<file path="src/rtl/norm_detect.sv">
module norm_detect #(
  parameter int WORD_W  = 32,
  parameter int GUARD_W = 8,
  parameter int CNT_W   = 6
) (
  input  logic                      clk,
  input  logic                      rst_n,
  input  logic                      in_valid,
  input  logic                      guard_mode,
  input  logic [WORD_W+GUARD_W-1:0] din,
  output logic                      out_valid,
  output logic [WORD_W+GUARD_W-1:0] result
);
  localparam int FULL_W = WORD_W + GUARD_W;
  localparam int HALF_W = WORD_W / 2;
  localparam int EXT_W  = FULL_W - HALF_W - CNT_W;

  logic [FULL_W-1:0] ext;
  logic [CNT_W-1:0]  rsb;
  logic [CNT_W-1:0]  cnt;
  logic              done;

  assign ext = guard_mode ? din : {{GUARD_W{din[WORD_W-1]}}, din[WORD_W-1:0]};

  always_comb begin
    rsb  = '0;
    done = 1'b0;
    for (int i = FULL_W - 2; i >= 0; i--) begin
      if (!done) begin
        if (ext[i] == ext[FULL_W-1]) rsb = rsb + 1'b1;
        else done = 1'b1;
      end
    end
  end

  assign cnt = rsb - CNT_W'(GUARD_W);

  always_ff @(posedge clk) begin
    if (!rst_n) begin
      out_valid <= 1'b0;
      result    <= '0;
    end else begin
      out_valid <= in_valid;
      if (in_valid) result <= {{EXT_W{cnt[CNT_W-1]}}, cnt, {HALF_W{1'b0}}};
    end
  end

  AST_VALID_FOLLOWS: assert property (@(posedge clk) disable iff (!rst_n)
    in_valid |=> out_valid);
  AST_VALID_DROPS: assert property (@(posedge clk) disable iff (!rst_n)
    !in_valid |=> !out_valid);
  AST_HOLD_IDLE: assert property (@(posedge clk) disable iff (!rst_n)
    !in_valid |=> $stable(result));
  AST_NOGUARD_NONNEG: assert property (@(posedge clk) disable iff (!rst_n)
    (in_valid && !guard_mode) |=> !result[HALF_W+CNT_W-1]);
  AST_GUARD_FLOOR: assert property (@(posedge clk) disable iff (!rst_n)
    result[HALF_W+CNT_W-1] |-> (result[HALF_W+CNT_W-2:HALF_W+CNT_W-3] == 2'b11));
  AST_LOW_ZERO: assert property (@(posedge clk) disable iff (!rst_n)
    result[HALF_W-1:0] == '0);
  AST_SIGN_EXT: assert property (@(posedge clk) disable iff (!rst_n)
    result[FULL_W-1:HALF_W+CNT_W] == {EXT_W{result[HALF_W+CNT_W-1]}});
endmodule

</file>
<file path="config.mk">
export PLATFORM = sky130hd
export DESIGN_NAME = norm_detect
export DESIGN_NICKNAME = d
export VERILOG_FILES = /design/src/rtl/norm_detect.sv
export SDC_FILE = /design/constraint.sdc
export NUM_CORES = 1
export LEC_CHECK = 0
export ABC_AREA = 0
export BUFFER_PORTS_ARGS = -buffer_cell sky130_fd_sc_hd__buf_2
export CELL_PAD_IN_SITES_DETAIL_PLACEMENT = 1
export CELL_PAD_IN_SITES_GLOBAL_PLACEMENT = 1
export CORE_ASPECT_RATIO = 2
export CORE_MARGIN = 2
export CORE_UTILIZATION = 40
export CTS_CLUSTER_DIAMETER = 80
export DETAILED_ROUTE_END_ITERATION = 6
export PLACE_DENSITY_LB_ADDON = 0.1
export RECOVER_POWER = 25
export SLEW_MARGIN = 40
export SYNTH_ARGS = -nofsm -noshare
export SYNTH_HDL_FRONTEND = slang
export SYNTH_SLANG_ARGS = --single-unit
</file>
<file path="constraint.sdc">
create_clock -name clk -period 20.1 [get_ports clk]
set_input_delay 3.015 -clock clk [delete_from_list [all_inputs] [get_ports clk]]
set_output_delay 3.015 -clock clk [all_outputs]
set_load 0.1 [all_outputs]
</file>
Yosys cells after proc, flatten, opt, wreduce, memory -nomap -nowiden --
Cells that the tools add are included.
Word-level totals: memory bits (writable) 0, input port bits 44, memories 0, bits in read-only memories 0, latch bits 0, bits in registers 7, word-level logic and storage cells 233, output and inout bits 41
Operators by class: reduce and logical (&&, ||, !) cells 0, muxes and demuxes 153, multipliers 0, bitwise gates (word level) 0, shift operators 0, add/subtract/negate cells 39, $lt $le $gt $ge 0, equality and inequality tests 39, divide/modulo/power cells 0
Operators with widths (count):
- 6-bit two-way mux | 74
- 6-bit by 1-bit adder with 6-bit output (second input constant) | 37
- 1-bit two-way mux | 76
- 40-bit two-way mux | 1
- 1-bit equality test | 39
- 6-bit by 4-bit subtractor with 6-bit output (second input constant) | 1
- 2-bit two-way mux | 2
- 1-bit by 1-bit adder with 2-bit output (second input constant) | 1

Logic depth before layout (Yosys ltp) --
depth after elaboration 118, mapped depth 114, mapped depth without buffers 112

Worst setup path before layout --
Ideal clock, no wire load.
path type input-to-reg, start in guard_mode, end reg, netlist name result[21], path slack -1.690 ns, data arrival time 21.668 ns, required time 19.978 ns, buffers on the path 3, stages on the path 108, setup time 0.122 ns, path through buf_2 > clkbuf_1 > buf_1 > nand3_1 > ha_1 > a21oi_1 > a31oi_1 > ha_1 > nor2_1 > a31oi_1 > o21a_1 > o211a_2 > o21ai_0 > ha_1 > mux2i_1 > mux2i_1 > xnor2_1 > a21o_1 > (+72 left out) > a31oi_1 > ha_1 > and2_1 > a22o_1 > a21oi_1 > o21ai_1 > a21oi_1 > xnor2_1 > ha_1 > xnor2_1 > xnor2_1 > xnor2_1 > xnor2_1 > xnor2_1 > xnor2_1 > xnor3_1 > mux2i_1 > nor2b_1
Between the ends: word-level cells in the longest chain between the ends 118, elaborated cells between the ends (all ways) 231, classes of those cells add/sub (39); eq/ne (39); mux (153)
Ends and longest elaborated chain:
- start: declaration | line 9 | input logic guard_mode,
- 40-bit two-way mux * | line 23 | assign ext = guard_mode ? din : {{GUARD_W{din[WORD_W-1]}}, din[WORD_W-1:0]};
- 1-bit equality test | line 30 | if (ext[i] == ext[FULL_W-1]) rsb = rsb + 1'b1;
- 1-bit two-way mux | line 30
- 1-bit by 1-bit adder with 2-bit output | line 30
- 2-bit two-way mux | line 30
- 2-bit two-way mux | line 29 | if (!done) begin
- 6-bit by 1-bit adder with 6-bit output | line 30
- 6-bit two-way mux | line 30
- (+102 left out)
- 6-bit two-way mux | line 29
- 6-bit by 1-bit adder with 6-bit output | line 30
- 6-bit two-way mux | line 30
- 6-bit two-way mux | line 29
- 6-bit by 1-bit adder with 6-bit output | line 30
- 6-bit two-way mux | line 30
- 6-bit two-way mux * | line 29
- 6-bit by 4-bit subtractor with 6-bit output * | line 36 | assign cnt = rsb - CNT_W'(GUARD_W);
Every way passes the cells marked *; elsewhere a longest branch is shown, timed or not. A chain may end at the register's enable or synchronous reset.

Final worst setup path --
start in din[35], end reg, netlist name result[21]
Between the ends: word-level cells in the longest chain between the ends 110, elaborated cells between the ends (all ways) 146, classes of those cells add/sub (36); eq/ne (1); mux (109)
Ends and longest elaborated chain:
- start: declaration | line 10 | input logic [WORD_W+GUARD_W-1:0] din,
- 40-bit two-way mux * | line 23
- 1-bit equality test * | line 30
- 6-bit two-way mux | line 30
- 6-bit two-way mux | line 29
- 6-bit by 1-bit adder with 6-bit output | line 30
- 6-bit two-way mux | line 30
- 6-bit two-way mux | line 29
- 6-bit by 1-bit adder with 6-bit output | line 30
- (+94 left out)
- 6-bit two-way mux | line 29
- 6-bit by 1-bit adder with 6-bit output | line 30
- 6-bit two-way mux | line 30
- 6-bit two-way mux | line 29
- 6-bit by 1-bit adder with 6-bit output | line 30
- 6-bit two-way mux | line 30
- 6-bit two-way mux * | line 29
- 6-bit by 4-bit subtractor with 6-bit output * | line 36
Marked as above.

==> results.sh <==
export IMPL_cts_tree="done"
export IMPL_start_util_pct=40.6
export IMPL_mostFrequentLayoutCells="buf_4 (109), nand2_1 (104), nor2_1 (91)"
export IMPL_place_hpwl_um=17500
export IMPL_register_area_um2=140
export IMPL_cp_arrival_ns=21.42
export IMPL_status="finished with violations"
export IMPL_synth_area_leaders="xnor2_1 (7.2%), ha_1 (6.9%), nand2_1 (6.1%)"
export IMPL_ant_nets=0
export IMPL_synthCells=973
export IMPL_io_pins=85
export IMPL_rows=67
export IMPL_hold_path_class="reg -> reg"
export IMPL_cp_required_ns=20.22
export IMPL_num_antenna_cells=0
export IMPL_setup_viol=2
export IMPL_grt_remaining_overflow=0
export IMPL_tightest_slew_ns=1.18
export IMPL_failed_checks="setup timing"
export IMPL_avgRoutedWirePerCell_um=16.7
export IMPL_clock_latency_ns=0.23
export IMPL_syn_area_um2=6730
export IMPL_dr_total_vias=7482
export IMPL_cp_common_cell="ha_1"
export IMPL_finalWirelength_um=21700
export IMPL_p_int_w=0.000236
export IMPL_drv_cap=0
export IMPL_synth_top_cell_area_share_pct=7.15
export IMPL_cts_sinks=7
export IMPL_die_area_um2=18000
export IMPL_grtUsageTotal_pct=23.3
export IMPL_critPathSlowestCell="or4_4"
export IMPL_multi_input_area_um2=6640
export IMPL_drive_gt1_share_pct=28.1
export IMPL_stdcell_area_um2=8420
export IMPL_cp_max_fo=4
export IMPL_fp_dieW_um=95.7
export IMPL_start_kind="input port"
export IMPL_finalMaxSlewViolations=0
export IMPL_ir_drop_uv=44.4
export IMPL_seqPwrFrac_pct=3.4
export IMPL_placed_area_um2=7810
export IMPL_dpl_cell_count=1278
export IMPL_die_h_um=187
export IMPL_power_switching_share_pct=57.2
export IMPL_grt_antenna_before_repair=0
export IMPL_yosys_area_top_type="xnor2_1"
export IMPL_avgSynthCellArea_um2=6.92
export IMPL_synth_warnings=0
export IMPL_synth_edf_count=0
export IMPL_portBuffers=68
export IMPL_hold_viol_final=0
export IMPL_power_frac_clock_pct=6.2
export IMPL_crit_path_max_incr_delay_ns=0.52
export IMPL_timing_fmax_ghz=0.0470
export IMPL_p_per_area_nw_per_um2=65.5
export IMPL_pre_cts_ws_ns=-1.59
export IMPL_viasPerCell=5.74
export IMPL_grt_pass1_wl_um=35100
export IMPL_p_switching_w=0.000315
export IMPL_ys_ff_latch=7
export IMPL_grt_setup_unrepaired="yes"
export IMPL_fillers=2167
export IMPL_post_route_drc_count=0
export IMPL_end_kind="flip-flop"
export IMPL_gp_congestion=0.943
export IMPL_mostFrequentLayoutCell="buf_4"
export IMPL_firstDrtPassIters=7
export IMPL_htree_levels=1
export IMPL_rrSetupSlack_ns=19.20
export IMPL_grt_start_max_net_pins=53
export IMPL_fin_nets=1178
export IMPL_clk_pin_slew_worst_paths_ns=0.04
export IMPL_slew_headroom_pct=21.9
export IMPL_core_um2=16600
export IMPL_max_clock_path_buffers=2
export IMPL_synthDistinctLibCells=99
export IMPL_async_flop_share_pct=0
export IMPL_drtIter0Drc=289
export IMPL_holdBufCountCts=0
export IMPL_cts_root_buffer="clkbuf_16"
export IMPL_cts_made_buffers=3
export IMPL_stdcell_count=1303
export IMPL_crit_type="in -> reg"
export IMPL_skew_ns=0
export IMPL_ys_seq_area_share_pct=2.08
export IMPL_synth_main_ff_cell="dfxtp_1"
export IMPL_post_route_period_util_pct=106
export IMPL_comb_power_share_pct=90.4
export IMPL_area_growth_pct=25.0
export IMPL_grt_pass1_vias=7319
export IMPL_period_minus_slack_ns=21.30
export IMPL_fin_hold_ws_ns=0.474
export IMPL_fin_ws_ns=-1.20
export IMPL_p_leak_nw=3.48
-- repair_timing --
item	4_1_cts	5_1_grt
resized for setup	11	58
pin swaps	4	46
setup buffers	6	15
setup endpoints to repair	2	5
hold endpoints to repair	0	0
-- logic make-up (layout without fill, tap and decap cells) --
kind of cell / Yosys count / in the layout / share of synthesized area (%)
adder cells (fa/ha/maj): 39 / 39 / 7.17
other: 1 / 16 / 0.0557
buffers and inverters: 106 / 214 / 8.23
multiplexers: 38 / 38 / 6.24
AND/OR/NAND/NOR: 410 / 410 / 30.7
XOR/XNOR: 102 / 102 / 18.7
AO/OA/AOI/OAI: 270 / 270 / 26.9
flip-flops: 7 / 7 / 2.08
-- final cells by class --
| class | instances | share of cell area [%] |
|---|---|---|
| flip-flops and latches | 7 | 1.66 |
| clock buffers | 4 | 0.936 |
| multi-input cells | 875 | 78.8 |
| well taps | 207 | 3.08 |
| repair buffers | 179 | 14.1 |
| inverters | 31 | 1.38 |
-- worst paths after layout --
kind         cells past startpoint               startpoint                 endpoint
max reg2reg                      2  result[21]$_SDFFE_PN0P_  result[21]$_SDFFE_PN0P_
min                              1  result[20]$_SDFFE_PN0P_  result[20]$_SDFFE_PN0P_
min reg2reg                      1  result[20]$_SDFFE_PN0P_  result[20]$_SDFFE_PN0P_
max                            107                  din[35]  result[21]$_SDFFE_PN0P_
-- through the flow --
stage	TNS, ns	total power [W]	util (%)
after floorplan	-0.311	0.000381	-
final	-1.23	0.000551	50.7
after CTS	-1.12	0.000522	48.1
after global routing	-4.05	0.000594	50.7
after detailed placement	-2.08	0.000478	47.1
after global placement	-0.809	0.000464	47.1
-- synth_stat cells, drive strengths merged, types with 10 or more instances --
cell type and number:
and2 19, nor2b 20, nor4 10, a31oi 13
a21o 12, and3 12, o21ai 73, a21oi 60
buf 52, nor3 23, nand2b 18, mux2i 29
nor2 95, xnor2 67, nand3 40, xnor3 12
ha 37, clkbuf 23, xor2 23, or2 12
or3 17, o211ai 12, inv 30, nand2 110
-- state kept, by name (all words and copies together), names as in the netlist --
name / flops
result: 6
out_valid: 1
-- metal layers --
metal,global-route usage (%),routed length [um]
met1,34.3,10500
met2,38.4,10600
met3,0.603,460
met4,3.46,242
met5,0,0
-- power by group through the flow --
stage	Sequential, W	Combinational (W)	Clock (W)
global placement	0.0000189	0.000445	0
finish	0.0000189	0.000498	0.0000342
global route	0.0000199	0.000538	0.0000361
detailed placement	0.0000192	0.000459	0
CTS	0.0000190	0.000468	0.0000349
floorplan	0.0000354	0.000346	0
-- worst max-delay path: cells and delay by family --
family | cells | cell delay (ns)
AO/OA/AOI/OAI | 43 | 6.26
adder cells (fa/ha/maj) | 20 | 5.60
AND/OR/NAND/NOR | 24 | 3.15
XOR/XNOR | 10 | 1.65
multiplexers | 8 | 1.56
buffers and inverters | 2 | 0.16
(Power assumes the default switching activity.)
